File: config.mk
export PLATFORM = sky130hd
export DESIGN_NAME = fcmp_predicate_unit
export DESIGN_NICKNAME = d
export VERILOG_FILES = /design/src/rtl/fcmp_pkg.sv /design/src/rtl/fcmp_classify.sv /design/src/rtl/fcmp_order.sv /design/src/rtl/fcmp_select.sv /design/src/rtl/fcmp_predicate_unit.sv
export SDC_FILE = /design/constraint.sdc
export NUM_CORES = 1
export LEC_CHECK = 0
export ABC_AREA = 1
export BUFFER_PORTS_ARGS = -buffer_cell sky130_fd_sc_hd__buf_2
export CAP_MARGIN = 20
export CORE_MARGIN = 1
export CORE_UTILIZATION = 30
export DETAILED_ROUTE_END_ITERATION = 7
export RECOVER_POWER = 50
export SLEW_MARGIN = 40
export SYNTH_ARGS = -nofsm -noshare
export SYNTH_HDL_FRONTEND = slang
export SYNTH_SLANG_ARGS = --single-unit
File: constraint.sdc
create_clock -name vclk -period 1.7
set_input_delay 0.255 -clock vclk [all_inputs]
set_output_delay 0.255 -clock vclk [all_outputs]
set_load 0.05 [all_outputs]
File: src/rtl/fcmp_pkg.sv
package fcmp_pkg;

    typedef enum logic [2:0] {
        PRED_UN  = 3'd0,
        PRED_OEQ = 3'd1,
        PRED_UEQ = 3'd2,
        PRED_OLT = 3'd3,
        PRED_ULT = 3'd4,
        PRED_OLE = 3'd5,
        PRED_ULE = 3'd6,
        PRED_RSV = 3'd7
    } pred_e;

    typedef struct packed {
        logic sign;
        logic is_zero;
        logic is_nan;
        logic is_snan;
    } opclass_t;

    typedef struct packed {
        logic result;
        logic invalid;
    } cmp_out_t;

endpackage

File: src/rtl/fcmp_classify.sv
module fcmp_classify
    import fcmp_pkg::*;
#(
    parameter int EXP_W = 8,
    parameter int MAN_W = 23
) (
    input  logic [EXP_W+MAN_W:0]   operand,
    output opclass_t               cls,
    output logic [EXP_W+MAN_W-1:0] mag
);
    localparam int MAG_W = EXP_W + MAN_W;

    logic [EXP_W-1:0] exp_f;
    logic [MAN_W-1:0] man_f;
    logic             exp_ones;
    logic             man_nz;

    always_comb begin
        exp_f       = operand[MAG_W-1:MAN_W];
        man_f       = operand[MAN_W-1:0];
        exp_ones    = &exp_f;
        man_nz      = |man_f;
        mag         = operand[MAG_W-1:0];
        cls.sign    = operand[MAG_W];
        cls.is_zero = ~|operand[MAG_W-1:0];
        cls.is_nan  = exp_ones & man_nz;
        // quiet bit is the fraction MSB
        cls.is_snan = exp_ones & man_nz & ~man_f[MAN_W-1];
    end
endmodule

File: src/rtl/fcmp_order.sv
module fcmp_order
    import fcmp_pkg::*;
#(
    parameter int MAG_W = 31
) (
    input  opclass_t         cls_a,
    input  opclass_t         cls_b,
    input  logic [MAG_W-1:0] mag_a,
    input  logic [MAG_W-1:0] mag_b,
    output logic             eq_raw,
    output logic             lt_raw
);
    logic both_zero;
    logic mag_eq;
    logic mag_lt;

    always_comb begin
        both_zero = cls_a.is_zero & cls_b.is_zero;
        mag_eq    = (mag_a == mag_b);
        mag_lt    = (mag_a < mag_b);
        eq_raw    = both_zero | ((cls_a.sign == cls_b.sign) & mag_eq);
        if (both_zero) begin
            lt_raw = 1'b0;
        end else if (cls_a.sign != cls_b.sign) begin
            lt_raw = cls_a.sign;
        end else if (cls_a.sign) begin
            lt_raw = ~mag_lt & ~mag_eq;
        end else begin
            lt_raw = mag_lt;
        end
    end
endmodule

File: src/rtl/fcmp_select.sv
module fcmp_select
    import fcmp_pkg::*;
(
    input  logic [2:0] pred_sel,
    input  logic       unord,
    input  logic       any_snan,
    input  logic       eq_raw,
    input  logic       lt_raw,
    output cmp_out_t   out_d
);
    logic eq_ord;
    logic lt_ord;

    always_comb begin
        eq_ord = eq_raw & ~unord;
        lt_ord = lt_raw & ~unord;
        out_d  = '0;
        unique case (pred_e'(pred_sel))
            PRED_UN:  out_d = '{result: unord,                   invalid: any_snan};
            PRED_OEQ: out_d = '{result: eq_ord,                  invalid: any_snan};
            PRED_UEQ: out_d = '{result: eq_ord | unord,          invalid: any_snan};
            PRED_OLT: out_d = '{result: lt_ord,                  invalid: unord};
            PRED_ULT: out_d = '{result: lt_ord | unord,          invalid: any_snan};
            PRED_OLE: out_d = '{result: lt_ord | eq_ord,         invalid: unord};
            PRED_ULE: out_d = '{result: lt_ord | eq_ord | unord, invalid: any_snan};
            default:  out_d = '0;
        endcase
    end
endmodule

File: src/rtl/fcmp_predicate_unit.sv
module fcmp_predicate_unit
    import fcmp_pkg::*;
#(
    parameter int EXP_W = 8,
    parameter int MAN_W = 23
) (
    input  logic [EXP_W+MAN_W:0] op_a,
    input  logic [EXP_W+MAN_W:0] op_b,
    input  logic [2:0]           pred_sel,
    output logic                 result,
    output logic                 invalid
);
    localparam int MAG_W = EXP_W + MAN_W;
    localparam int OP_W  = MAG_W + 1;
    localparam int N_OPS = 2;

    logic [N_OPS-1:0][OP_W-1:0]  ops;
    opclass_t                    cls  [N_OPS];
    logic [MAG_W-1:0]            mags [N_OPS];
    logic                        unord;
    logic                        any_snan;
    logic                        eq_raw;
    logic                        lt_raw;
    cmp_out_t                    out_d;

    assign ops[0] = op_a;
    assign ops[1] = op_b;

    for (genvar gi = 0; gi < N_OPS; gi++) begin : g_cls
        fcmp_classify #(.EXP_W(EXP_W), .MAN_W(MAN_W)) u_cls (
            .operand (ops[gi]),
            .cls     (cls[gi]),
            .mag     (mags[gi])
        );
    end

    always_comb begin
        unord    = cls[0].is_nan  | cls[1].is_nan;
        any_snan = cls[0].is_snan | cls[1].is_snan;
    end

    fcmp_order #(.MAG_W(MAG_W)) u_order (
        .cls_a  (cls[0]),
        .cls_b  (cls[1]),
        .mag_a  (mags[0]),
        .mag_b  (mags[1]),
        .eq_raw (eq_raw),
        .lt_raw (lt_raw)
    );

    fcmp_select u_sel (
        .pred_sel (pred_sel),
        .unord    (unord),
        .any_snan (any_snan),
        .eq_raw   (eq_raw),
        .lt_raw   (lt_raw),
        .out_d    (out_d)
    );

    assign result  = out_d.result;
    assign invalid = out_d.invalid;
endmodule

* Word-level counts from Yosys, hierarchy flattened
Index checks and enable logic that the tools add are counted.
Widths: inputs -> output; s select.
** Cells by class
- Add/subtract/negate cells :: 0
- Divide/modulo/power cells :: 0
- Shift-type cells :: 0
- Reduce and logical (&&, ||, !) cells :: 9
- Magnitude comparators :: 1
- $mul :: 0
- Multiplexer cells :: 4
- Eq/ne operators :: 9
- Bitwise gates (word level) :: 21
** Operator list (count)
- $reduce_or 31->1 :: 2
- $reduce_or 23->1 :: 2
- $eq 31x31->1 :: 1
- $lt 31x31->1 :: 1
- $reduce_and 8->1 :: 2
- $pmux 2 s7 :: 1
- $and 1x1->1 :: 9
- $eq 3x3->1 const B :: 3
- $or 1x1->1 :: 7
- $eq 3x2->1 const B :: 2
- $not 1->1 :: 5
- $eq 3x1->1 const B :: 1
- $logic_not 3->1 :: 1
- $mux 1 :: 3
- $logic_not 1->1 :: 2
- $eq 1x1->1 :: 1
- $ne 1x1->1 :: 1
** Storage, ports and cells
- Bits in latches :: 0
- Output and inout bits :: 2
- Memories :: 0
- Bits in registers :: 0
- ROM bits :: 0
- Memory bits (writable) :: 0
- Logic and storage cells :: 44

* Depth between registers and ports, before layout
- Depth in word-level cells :: 10
- Mapped depth :: 15

* Cells and area by module
Synthesis repeated with hierarchy kept, for this count alone.
** Second synthesis, totals
- Cell total of the unflattened synthesis :: 321
- Area, all modules :: 1830.5 sq um
** By module, submodules not included
- fcmp_order :: area an instance 978.4 sq um, seq. area each 0.0 sq um, cells an instance 168, instances 1
- fcmp_classify :: area an instance 371.6 sq um, seq. area each 0.0 sq um, cells an instance 64, instances 2
- fcmp_select :: area an instance 86.3 sq um, seq. area each 0.0 sq um, cells an instance 19, instances 1
- fcmp_predicate_unit :: area an instance 22.5 sq um, seq. area each 0.0 sq um, cells an instance 6, instances 1

* Least setup slack after synthesis
OpenSTA, ideal clock, no wires.
- Path type :: in2out
- Start :: in op_b[14]
- End :: out result
- Slack :: -117 ps
- Cell stages on the path :: 14
- Data arrival time :: 1562 ps
- Cell sequence :: inv_1 -> ha_1 -> nand2_2 -> nor2_2 -> nand2_1 -> nor2_1 -> nor2_1 -> nand2_1 -> nand2_1 -> nand2_2 -> nand2_1 -> nand2_1 -> nand3_1 -> nand2_1
** On the way
- Word-level cells in the longest chain between the ends :: 10
- Elaborated cells between the ends (all ways) :: 24
** RTL lines
- from (decl) :: RTL line fcmp_predicate_unit.sv:8 : input logic [EXP_W+MAN_W:0] op_b,
- $lt 31x31->1 / $eq 31x31->1 (equally long branches) :: RTL line fcmp_order.sv:20, fcmp_order.sv:19
- $not 1->1 :: RTL line fcmp_order.sv:27 : lt_raw = ~mag_lt & ~mag_eq;
- $and 1x1->1 :: RTL line fcmp_order.sv:27
- $mux 1 :: RTL line fcmp_order.sv:26 : end else if (cls_a.sign) begin
- $mux 1 :: RTL line fcmp_order.sv:24 : end else if (cls_a.sign != cls_b.sign) begin
- $mux 1 :: RTL line fcmp_order.sv:22 : if (both_zero) begin
- $and 1x1->1 :: RTL line fcmp_select.sv:16 : lt_ord = lt_raw & ~unord;
- $or 1x1->1 :: RTL line fcmp_select.sv:24, fcmp_select.sv:25
- $or 1x1->1 :: RTL line fcmp_select.sv:25 : PRED_ULE: out_d = '{result: lt_ord | eq_ord | unord, invalid: any_snan};
- $pmux 2 s7 * :: RTL line fcmp_select.sv:18 : unique case (pred_e'(pred_sel))
- to (decl) :: RTL line fcmp_predicate_unit.sv:10 : output logic result,
Every way passes the cells marked *; elsewhere a longest branch is shown, timed or not.

* Final worst setup path
- Start :: in op_b[30]
- End :: out result
Same word-level chain as after synthesis.

==> flow_metrics.env <==
export IMPL_status="complete, but fails checks"
export IMPL_violations="setup timing"
export IMPL_pre_cts_slack_ns=-0.387
export IMPL_slew_headroom_pct=83.0
export IMPL_via_count=1930
export IMPL_grt_pass1_wl_um=7730
export IMPL_via_per_inst=4.64
export IMPL_drt_total_wl_um=4510
export IMPL_nNetsFinal=464
export IMPL_synth_common_cells="nand2_1, inv_1, nor2_1, ha_1, nand3_1"
export IMPL_seq_cell_count=0
export IMPL_holdCritPathClass="in -> out"
export IMPL_worstPathMaxFanout=3
export IMPL_p_sw_w=0.000299
export IMPL_antenna_found_initial=0
export IMPL_yosys_area_top_type_share_pct=28.4
export IMPL_worst_hold_slack_ns=0.913
export IMPL_die_h_um=69.5
export IMPL_p_int_w=0.000318
export IMPL_ys_warn_count=0
export IMPL_yosys_top_cells_area="ha_1, nand2_1, inv_1, nor2_1, nand3_1"
export IMPL_leakagePower_nw=1.33
export IMPL_dieArea_um2=4830
export IMPL_drc=0
export IMPL_grt_ovfl_total=0
export IMPL_setup_viol=1
export IMPL_netlist_area_um2=1370
export IMPL_grt_max_degree=5
export IMPL_required_ns=1.44
export IMPL_p_clk_share_pct=0
export IMPL_routabilityCongestion=0.796
export IMPL_crit_type="in -> out"
export IMPL_power_density_nw_per_um2=239
export IMPL_layout_setup_ws_ns=-0.177
export IMPL_crit_arrival_ns=1.62
export IMPL_num_rows=24
export IMPL_drv_cap=0
export IMPL_io_pins=69
export IMPL_slew_violations=0
export IMPL_end_kind="output port"
export IMPL_ir_worst_vdd_mv=0.113
export IMPL_avgSynthCellArea_um2=5.24
export IMPL_min_period_ns=1.88
export IMPL_core_area_um2=4350
export IMPL_grt_pass1_vias=1840
export IMPL_drt_first_pass_iters=4
export IMPL_postSynthCellCount=261
export IMPL_synth_distinct_cells=18
export IMPL_period_share_pct=110
export IMPL_drt_iter0_drc=58
export IMPL_p_sw_share_pct=48.4
export IMPL_yosysMostFrequentCell="nand2_1"
export IMPL_clock_fmax_mhz=533
export IMPL_worst_pin_slew_ns=0.255
export IMPL_start_util_pct=31.4
export IMPL_die_w_um=69.5
export IMPL_syn_num_nets=359
export IMPL_clockBufferCount=0
export IMPL_final_antenna_net_count=0
export IMPL_syn2layout_area_growth_pct=89.1
export IMPL_power_w=0.000617
export IMPL_diodes=0
export IMPL_seqPwrFrac_pct=0
export IMPL_port_buffers=69
export IMPL_seq_area_um2=0
export IMPL_start_kind="input port"
export IMPL_combPwrFrac_pct=100.0
export IMPL_dp_hpwl_um=3440
export IMPL_rsz0062_at_grt="yes"
export IMPL_yosysSeqAreaShare_pct=0
export IMPL_synth_top_area_cell="ha_1"
export IMPL_grt_usage_pct=18.6
export IMPL_avgRoutedWirePerCell_um=10.8
export IMPL_drive_gt1_share_pct=52.7
export IMPL_hold_viol_final=0
export IMPL_final_core_util_pct=59.4
[per-stage QoR]
step | cells | cell area (um2) | setup TNS [ns]
2_1_floorplan | 261 | 1380 | 0
3_3_place_gp | 412 | 2010 | -0.471
3_5_place_dp | 412 | 2010 | -0.499
4_1_cts | 414 | 2380 | -0.205
5_1_grt | 416 | 2590 | -0.382
6_report | 416 | 2590 | -0.177
[worst paths after layout]
kind,cells past startpoint,endpoint,start,slack [ns]
hold / removal,5,invalid,op_b[22],0.91
setup / recovery,14,result,op_b[30],-0.18
[worst max-delay path, stage by stage]
cell,delay (ns)
buf_2,0.09
inv_2,0.05
ha_4,0.28
nand2_4,0.06
nor2_4,0.12
nand2_2,0.07
nor3_2,0.14
nand2_1,0.08
nand2_2,0.09
nand2_2,0.05
nand2_2,0.05
nand3_2,0.07
nand2_4,0.07
buf_8,0.13
[final cells by class]
type,instances,area (um2)
Timing Repair Buffer,103,742
Multi-Input combinational cell,208,1580
Tap cell,52,65.1
Inverter,53,204
Fill cell,420,1770
[power by group through the flow]
stage          Clock (W)  Sequential [W]  Combinational, W
6_report               0               0          0.000617
5_1_grt                0               0          0.000688
4_1_cts                0               0          0.000548
3_5_place_dp           0               0          0.000426
3_3_place_gp           0               0          0.000423
2_1_floorplan          0               0          0.000221
[placed cells by master, fill, tap and decap left out]
cell type,instances
a21boi_2,1
nand2_4,6
nand2_2,19
inv_2,16
nand4_1,9
buf_2,50
nor2_1,39
nor2_2,13
nor2_4,4
nor3_2,1
nand3_2,1
nand3_1,11
a21oi_2,5
a21oi_1,8
buf_8,4
buf_6,17
a21o_1,2
o22ai_2,1
xnor2_1,1
ha_4,20
buf_4,32
ha_1,11
nand2_1,54
inv_1,35
inv_4,2
o21ai_0,1
o21bai_1,1
[timing repair]
action,CTS,global route
resized for setup,67,47
setup buffers,2,2
hold buffers,0,0
pin swaps,40,33
setup endpoints to repair,2,2
hold endpoints to repair,0,0
[per-layer routing]
| layer | part of all wire (%) | global-route usage, % |
|---|---|---|
| met5 | 0 | 0 |
| met4 | 0.64 | 0 |
| met3 | 3.8 | 0.291 |
| met1 | 44 | 24.7 |
| met2 | 52 | 35.5 |
[kinds of logic (layout without fill, tap and decap cells)]
family | after synthesis | count (layout) | share of synthesized area [%]
XOR/XNOR | 1 | 1 | 0.641
AO/OA/AOI/OAI | 19 | 19 | 8.33
adder cells (fa/ha/maj) | 31 | 31 | 28.4
AND/OR/NAND/NOR | 157 | 157 | 48.1
buffers and inverters | 53 | 156 | 14.5
No activity file was read; power rests on OpenSTA's default activity.
